--- src/rtl/can_stuff_pkg.sv ---
package can_stuff_pkg;

  localparam int DEF_RUN_LEN = 5;

  typedef enum logic [1:0] {
    RX_PASS = 2'd0,
    RX_DROP = 2'd1,
    RX_ERR  = 2'd2
  } rx_act_e;

  // Run length after accepting one bit: grows on a repeat, restarts at one otherwise.
  function automatic int unsigned bump_run(int unsigned cnt, logic same);
    return same ? cnt + 1 : 1;
  endfunction

  // True when the incoming bit extends the current run.
  function automatic logic extends_run(logic bit_in, logic last, int unsigned cnt, logic sof);
    return (bit_in == last) && (cnt != 0) && !sof;
  endfunction

endpackage

--- src/rtl/can_tx_stuffer.sv ---
module can_tx_stuffer
  import can_stuff_pkg::*;
#(
  parameter int RUN_LEN = DEF_RUN_LEN
) (
  input  logic clk,
  input  logic rst_n,
  input  logic strobe,
  input  logic en,
  input  logic sof,
  input  logic in_bit,
  output logic ready,
  output logic out_bit
);
  localparam int CW = $clog2(RUN_LEN + 1);
  localparam logic [CW-1:0] LIMIT = CW'(RUN_LEN);
  localparam logic [CW-1:0] ONE   = CW'(1);

  logic [CW-1:0] run_cnt;
  logic [CW-1:0] run_nxt;
  logic          last_bit;
  logic          pend;

  // Named internal events
  logic stuff_slot;
  logic take;
  logic same;

  assign stuff_slot = strobe && pend;
  assign take       = strobe && !pend;
  assign same       = extends_run(in_bit, last_bit, int'(run_cnt), sof);
  assign ready      = !pend;

  always_comb run_nxt = CW'(bump_run(int'(run_cnt), same));

  always_ff @(posedge clk or negedge rst_n) begin
    if (!rst_n) begin
      run_cnt  <= '0;
      last_bit <= 1'b1;
      pend     <= 1'b0;
      out_bit  <= 1'b1;
    end else if (stuff_slot) begin
      out_bit  <= ~last_bit;
      last_bit <= ~last_bit;
      run_cnt  <= ONE;
      pend     <= 1'b0;
    end else if (take) begin
      out_bit <= in_bit;
      if (en) begin
        run_cnt  <= run_nxt;
        last_bit <= in_bit;
        pend     <= (run_nxt == LIMIT);
      end else begin
        run_cnt <= '0;
      end
    end else if (!en && !pend) begin
      run_cnt <= '0;
    end
  end

  AST_STUFF_FLIPS: assert property (@(posedge clk) disable iff (!rst_n)
    stuff_slot |=> (out_bit != $past(out_bit)));
  AST_READY_ONE_SLOT: assert property (@(posedge clk) disable iff (!rst_n)
    (strobe && !ready) |=> ready);
  AST_TX_RUN_BOUND: assert property (@(posedge clk) disable iff (!rst_n)
    run_cnt <= LIMIT);
  AST_TX_IDLE_CLEAR: assert property (@(posedge clk) disable iff (!rst_n)
    (!en && !pend) |=> (run_cnt == '0));

endmodule

--- src/rtl/can_rx_destuffer.sv ---
module can_rx_destuffer
  import can_stuff_pkg::*;
#(
  parameter int RUN_LEN = DEF_RUN_LEN
) (
  input  logic clk,
  input  logic rst_n,
  input  logic strobe,
  input  logic en,
  input  logic sof,
  input  logic in_bit,
  output logic out_bit,
  output logic out_valid,
  output logic stuff_err
);
  localparam int CW = $clog2(RUN_LEN + 1);
  localparam logic [CW-1:0] LIMIT = CW'(RUN_LEN);
  localparam logic [CW-1:0] ONE   = CW'(1);

  logic [CW-1:0] run_cnt;
  logic [CW-1:0] run_nxt;
  logic          last_bit;

  // Named internal events
  logic    at_limit;
  logic    same;
  rx_act_e act;

  assign at_limit = en && !sof && (run_cnt == LIMIT);
  assign same     = extends_run(in_bit, last_bit, int'(run_cnt), sof);

  always_comb run_nxt = CW'(bump_run(int'(run_cnt), same));

  always_comb begin
    if (!at_limit)               act = RX_PASS;
    else if (in_bit == last_bit) act = RX_ERR;
    else                         act = RX_DROP;
  end

  always_ff @(posedge clk or negedge rst_n) begin
    if (!rst_n) begin
      run_cnt   <= '0;
      last_bit  <= 1'b1;
      out_bit   <= 1'b1;
      out_valid <= 1'b0;
      stuff_err <= 1'b0;
    end else begin
      out_valid <= 1'b0;
      stuff_err <= 1'b0;
      if (strobe) begin
        unique case (act)
          RX_DROP: begin
            run_cnt  <= ONE;
            last_bit <= in_bit;
          end
          RX_ERR: begin
            stuff_err <= 1'b1;
            run_cnt   <= '0;
          end
          default: begin
            out_valid <= 1'b1;
            out_bit   <= in_bit;
            if (en) begin
              run_cnt  <= run_nxt;
              last_bit <= in_bit;
            end else begin
              run_cnt <= '0;
            end
          end
        endcase
      end else if (!en) begin
        run_cnt <= '0;
      end
    end
  end

  AST_DROP_SILENT: assert property (@(posedge clk) disable iff (!rst_n)
    (strobe && act == RX_DROP) |=> !out_valid);
  AST_ERR_EXCLUSIVE: assert property (@(posedge clk) disable iff (!rst_n)
    !(stuff_err && out_valid));
  AST_RX_RUN_BOUND: assert property (@(posedge clk) disable iff (!rst_n)
    run_cnt <= LIMIT);
  AST_IDLE_NO_ERR: assert property (@(posedge clk) disable iff (!rst_n)
    (strobe && !en) |=> (out_valid && !stuff_err));
  AST_RESULT_AFTER_STROBE: assert property (@(posedge clk) disable iff (!rst_n)
    (out_valid || stuff_err) |-> $past(strobe));

endmodule

--- src/rtl/can_stuff_codec.sv ---
module can_stuff_codec
  import can_stuff_pkg::*;
#(
  parameter int RUN_LEN = DEF_RUN_LEN
) (
  input  logic clk,
  input  logic rst_n,
  input  logic tx_strobe,
  input  logic tx_en,
  input  logic tx_sof,
  input  logic tx_bit_in,
  output logic tx_ready,
  output logic tx_bit_out,
  input  logic rx_strobe,
  input  logic rx_en,
  input  logic rx_sof,
  input  logic rx_bit_in,
  output logic rx_bit_out,
  output logic rx_valid,
  output logic rx_stuff_err
);

  can_tx_stuffer #(.RUN_LEN(RUN_LEN)) u_tx (
    .clk     (clk),
    .rst_n   (rst_n),
    .strobe  (tx_strobe),
    .en      (tx_en),
    .sof     (tx_sof),
    .in_bit  (tx_bit_in),
    .ready   (tx_ready),
    .out_bit (tx_bit_out)
  );

  can_rx_destuffer #(.RUN_LEN(RUN_LEN)) u_rx (
    .clk       (clk),
    .rst_n     (rst_n),
    .strobe    (rx_strobe),
    .en        (rx_en),
    .sof       (rx_sof),
    .in_bit    (rx_bit_in),
    .out_bit   (rx_bit_out),
    .out_valid (rx_valid),
    .stuff_err (rx_stuff_err)
  );

  AST_RESET_IDLE: assert property (@(posedge clk) disable iff (!rst_n)
    $rose(rst_n) |-> (tx_ready && !rx_valid && !rx_stuff_err));

endmodule

--- config.mk ---
export PLATFORM = sky130hd
export DESIGN_NAME = can_stuff_codec
export DESIGN_NICKNAME = d
export VERILOG_FILES = /design/src/rtl/can_stuff_pkg.sv /design/src/rtl/can_tx_stuffer.sv /design/src/rtl/can_rx_destuffer.sv /design/src/rtl/can_stuff_codec.sv
export SDC_FILE = /design/constraint.sdc
export NUM_CORES = 1
export LEC_CHECK = 0
export BUFFER_PORTS_ARGS = -buffer_cell sky130_fd_sc_hd__buf_2
export CORE_AREA = 2 2 41 43
export CTS_CLUSTER_DIAMETER = 30
export DETAILED_ROUTE_END_ITERATION = 7
export DIE_AREA = 0 0 43 45
export PLACE_DENSITY_LB_ADDON = 0.3
export SLEW_MARGIN = 20
export SYNTH_ARGS = -nofsm -noshare
export SYNTH_HDL_FRONTEND = slang
export SYNTH_SLANG_ARGS = --single-unit
--- constraint.sdc ---
create_clock -name clk -period 1.9 [get_ports clk]
set_input_delay 0.19 -clock clk [delete_from_list [all_inputs] [get_ports clk]]
set_output_delay 0.19 -clock clk [all_outputs]
set_load 0.02 [all_outputs]
==> impl_metrics.ini, run 1 <==
[logic_synthesis]
netlist.area_leader.share_pct = 32.0
yosysWarningCount = 0
synth_edf_count = 0
synth-seq-cells = 13
syn_area_um2 = 704
async_flop_share_pct = 100
synthCells = 68
ys_top_cells_by_area = dfrtp_1, dfstp_2, ha_1
ys_types = 27
syn-mean-instance-area_um2 = 10.4
yosys_most_used_dff = dfrtp_1
syn_nets = 83
yosysTopAreaCell = dfrtp_1
synth_seq_area_share_pct = 46.9

[worst_setup_path]
end_kind = flop
startpoint_type = flop
crit_type = reg2reg
critical_path.max_fanout = 4
r2r_slack_ps = 230
critPathArrivalTime_ps = 1840
worstPathRequired_ps = 2080

[placement]
dp_hpwl_um = 1010
gp_congestion = 0.766
port_buffers = 14

[power_and_ir_drop]
p_leak_nw = 0.379
vdd_drop_max_v = 0.000645
p_per_area_mw_per_mm2 = 678
finalPower_w = 0.000561

[cts]
cts.sinks = 13
cts_tree = yes
clk_pin_slew_ps = 80
ctsLongestPathBuffers = 2
insertion_delay_ps = 280
clockRootBuffer = clkbuf_4
numCtsBuffers = 3
htree_levels = 1
ctsResizeCount = 0

[timing]
hold_violations = 0
min_period_ps = 1670
fmax_mhz = 600
relSlewSlack_pct = 80.8
timing.final.crit_share_pct = 87.7
tightestPinTransition_ps = 288
clock_skew_ps = 9.96
maxSlewViolCount = 0
rsz0062_at_grt = no
finalSetupTns_ps = 0
hold-worst-slack_ps = 102
setup-violations-final = 0

[grt]
grt_max_degree = 14
grt.total_usage_pct = 15.3
overflow = 0
grt_pass1_vias = 518
antenna_found_initial = 0
grt_first_pass_wirelength_um = 2150

[routing]
drtPass1Iterations = 4
routed_wl_um = 1300
vias_per_cell = 5.37
postRouteAntennaNets = 0
wl_per_cell_um = 12.7
drtIter0Drc = 9
route.detailed.drc = 0
via_count = 548

[floorplan]
io_pins = 15
initial_core_util_pct = 47.9
fp.dieH_um = 45
die_x_um = 43
core_mm2 = 0.00147
rows = 14
dieArea_mm2 = 0.00194

[cells_and_area]
antenna_cells = 0
final_cell_mix = buf_2, dfrtp_1, nand2_1
synthToLayoutAreaGrowth_pct = 17.4
mostFrequentLayoutCell = buf_2
drive_above_1_share_pct = 30.2
fillers = 135
final_nets = 102

[worst_hold_path]
worstHoldPathType = in2reg

[job]
max_cap_viol_count = 0

[run_status]
status = completed
==> cell families after synthesis <==
logic type	after synthesis	synth area share (%)
compound gates	15	14.7
xor+xnor	3	3.73
fa+ha+maj	5	8.88
buf+inv	8	4.26
flops	13	46.9
mux	3	4.80
simple gates	21	16.7
==> sequential cells by signal (all words and copies together), names as in the netlist <==
register        cells
u_rx.run_cnt        3
u_tx.run_cnt        3
u_rx.last_bit       1
u_rx.out_bit        1
u_rx.out_valid      1
u_rx.stuff_err      1
u_tx.last_bit       1
u_tx.out_bit        1
u_tx.pend           1
==> routing by layer <==
layer | track usage, % | vias to the layer above | wire [um]
li1 | - | 281 | -
met1 | 19.3 | 258 | 641
met2 | 25.2 | 9 | 609
met3 | 7.20 | 0 | 46
met4 | 1.82 | 0 | 0
met5 | 0 | - | 0
==> what timing repair did <==
action,4_1_cts,5_1_grt
hold buffers,1,0
buffers inserted,0,0
endpoints found under the hold margin,9,0
==> final timing paths <==
kind                                              from                     endpoint  cells past startpoint
max reg2reg                u_tx.run_cnt[0]$_DFFE_PN0P_        u_tx.pend$_DFFE_PN0P_                      5
min                                             rx_sof     u_rx.stuff_err$_DFF_PN0_                      2
max in group asynchronous                        rst_n     u_rx.out_bit$_DFFE_PN1P_                      2
min in group asynchronous                        rst_n  u_rx.run_cnt[1]$_DFFE_PN0P_                      2
min reg2reg                   u_tx.out_bit$_DFFE_PN1P_     u_tx.out_bit$_DFFE_PN1P_                      2
max                        u_tx.run_cnt[0]$_DFFE_PN0P_        u_tx.pend$_DFFE_PN0P_                      5
==> synthesized netlist by cell type (all sizes together) (2+ instances only) <==
master / n
a21oi: 2
a31oi: 2
dfrtp: 9
dfstp: 4
ha: 5
inv: 7
mux2: 3
nand2: 7
nand2b: 2
nor2: 4
nor2b: 2
o21ai: 4
o31a: 2
o32ai: 5
xor2: 2
==> critical path: stages (launching register included) <==
cell,delay [ps]
dfrtp_1,380
inv_1,80
ha_1,190
nor2b_1,130
or4_4,500
o32ai_1,290
==> final cells by class <==
class                      count  area, um2  share of cell area, %
clock buffer                   4       26.3                   3.18
inverter                       7       26.3                   3.18
multi-input combinational     47        344                   41.6
sequential                    13        330                   39.9
tap                           16       20.0                   2.42
timing repair buffer          15       80.1                   9.68
==> per-stage QoR <==
| stage | utilization (%) | instances | worst slack (ps) | cell area [um2] |
|---|---|---|---|---|
| floorplan | - | 68 | 350 | 704 |
| global placement | 53.7 | 97 | 306 | 791 |
| detailed placement | 53.7 | 97 | 221 | 791 |
| CTS | 56.2 | 102 | 228 | 827 |
| global route | 56.2 | 102 | 169 | 827 |
| finish | 56.2 | 102 | 235 | 827 |
==> power by group <==
group | internal [W] | switching (W)
Sequential | 0.000299 | 0.0000102
Combinational | 0.0000375 | 0.0000481
Clock | 0.0000814 | 0.0000845
Power figures use the tool's default switching activity.
==> inputs of run 2 (changes only) <==
--- a/config.mk
+++ b/config.mk
@@ -6,10 +6,13 @@
 export NUM_CORES = 1
 export LEC_CHECK = 0
 export BUFFER_PORTS_ARGS = -buffer_cell sky130_fd_sc_hd__buf_2
-export CORE_AREA = 2 2 41 43
+export CELL_PAD_IN_SITES_DETAIL_PLACEMENT = 0
+export CELL_PAD_IN_SITES_GLOBAL_PLACEMENT = 1
+export CORE_AREA = 2 2 44 46
+export CTS_BUF_LIST = sky130_fd_sc_hd__clkbuf_8
 export CTS_CLUSTER_DIAMETER = 30
 export DETAILED_ROUTE_END_ITERATION = 7
-export DIE_AREA = 0 0 43 45
+export DIE_AREA = 0 0 46 48
 export PLACE_DENSITY_LB_ADDON = 0.3
 export SLEW_MARGIN = 20
 export SYNTH_ARGS = -nofsm -noshare
==> impl_metrics.ini, run 2 (synthesized netlist as in run 1, its figures left out) <==
[run_status]
status = completed

[floorplan]
core_mm2 = 0.00169
dieArea_mm2 = 0.00221
rows = 15
fp.dieH_um = 48
io_pins = 15
initial_core_util_pct = 41.7
die_x_um = 46

[worst_hold_path]
worstHoldPathType = in2reg
hold_depth = 2

[power_and_ir_drop]
p_leak_nw = 0.391
vdd_drop_max_v = 0.000502
p_per_area_mw_per_mm2 = 758
finalPower_w = 0.000642

[routing]
wl_per_cell_um = 13.7
route.detailed.drc = 0
drtPass1Iterations = 4
postRouteAntennaNets = 0
via_count = 564
drtIter0Drc = 17
vias_per_cell = 5.48
routed_wl_um = 1410

[cells_and_area]
drive_above_1_share_pct = 30.2
design_area_um2 = 847
mostFrequentLayoutCell = buf_2
final_nets = 102
reg_top3 = u_rx.run_cnt x3, u_tx.run_cnt x3
synthToLayoutAreaGrowth_pct = 20.2
fillers = 163
final_cell_mix = buf_2, dfrtp_1, nand2_1
antenna_cells = 0

[placement]
placed_area_um2 = 792
place_ws_ps = 262
dp_hpwl_um = 1050
port_buffers = 14
gp_congestion = 0.765

[timing]
min_period_ps = 1640
hold_violations = 0
timing.final.crit_share_pct = 86.4
fmax_mhz = 609
clock_skew_ps = 1.58
setup_ws_ps = 258
maxSlewViolCount = 0
setup-violations-final = 0
relSlewSlack_pct = 80.3
tightestPinTransition_ps = 295
finalSetupTns_ps = 0
rsz0062_at_grt = no

[grt]
busiest_layer = met2
antenna_found_initial = 0
grt_use_met3_pct = 4.91
grt_use_met1_pct = 20.5
grt_use_met2_pct = 23.1
overflow = 0
grt_first_pass_wirelength_um = 2290
grt_max_degree = 14
grt_pass1_vias = 516
grt.total_usage_pct = 15.2

[cts]
insertion_delay_ps = 240
ctsLongestPathBuffers = 2
cts_tree = yes
numCtsBuffers = 3
clk_pin_slew_ps = 60
cts.sinks = 13
ctsResizeCount = 0
htree_levels = 1
clockRootBuffer = clkbuf_8

[worst_setup_path]
critPathArrivalTime_ps = 1790
critical_path.max_fanout = 4
worstRegToRegCells = 5
startpoint_type = flop
end_kind = flop
crit_type = reg2reg
worstPathRequired_ps = 2040

[job]
max_cap_viol_count = 0
## run 2: changes by cell type in the layout (fill, tap and decap cells not counted), sizes merged
cell    before  now
clkbuf       4    3
inv          7    8
## run 2: repair_timing
action | in CTS | in global routing
endpoints found under the setup margin | 0 | 0
setup buffers | 0 | 0
endpoints found under the hold margin | 9 | 0
hold buffers | 1 | 0
## run 2: critical path, stage by stage, from the launching register on
cell and delay [ps]:
dfrtp_1 390, inv_1 70, ha_1 180, nor2b_1 120
or4_4 500, o32ai_1 280
## run 2: area by class of cell
class / count / area, um2 / area share [%]
flip-flops and latches: 13 / 330 / 39.0
multi-input cells: 47 / 344 / 40.6
clock buffers: 3 / 41.3 / 4.87
repair buffers: 15 / 80.1 / 9.45
inverters: 7 / 26.3 / 3.10
clock inverters: 1 / 3.75 / 0.443
well taps: 17 / 21.3 / 2.51
## run 2: metrics by stage
step,utilization [%],std cells,hold WS (ps)
6_report,50.1,103,139
5_1_grt,50.1,103,134
2_1_floorplan,-,68,-106
3_5_place_dp,46.9,98,94.2
4_1_cts,50.1,103,132
3_3_place_gp,46.9,98,97.3
## run 2: layer usage
| metal | share of wire, % | vias up |
|---|---|---|
| met5 | 0 | - |
| met4 | 0 | 0 |
| met3 | 4.5 | 0 |
| met2 | 44 | 14 |
| met1 | 51 | 272 |
| li1 | - | 278 |
## run 2: final timing paths
check	end	from	slack [ps]
min in group asynchronous	u_rx.run_cnt[2]$_DFFE_PN0P_	rst_n	360
max in group asynchronous	u_rx.last_bit$_DFFE_PN1P_	rst_n	1260
max reg2reg	u_tx.run_cnt[2]$_DFFE_PN0P_	u_tx.run_cnt[0]$_DFFE_PN0P_	260
min	u_rx.stuff_err$_DFF_PN0_	rx_sof	140
min reg2reg	u_tx.out_bit$_DFFE_PN1P_	u_tx.out_bit$_DFFE_PN1P_	490
max	u_tx.run_cnt[2]$_DFFE_PN0P_	u_tx.run_cnt[0]$_DFFE_PN0P_	260
## run 2: where the power goes
group           total, W  internal, W  switching (W)
Clock           0.000245     0.000143       0.000103
Combinational  0.0000873    0.0000376      0.0000497
Sequential      0.000310     0.000299      0.0000103
Total           0.000642     0.000480       0.000163
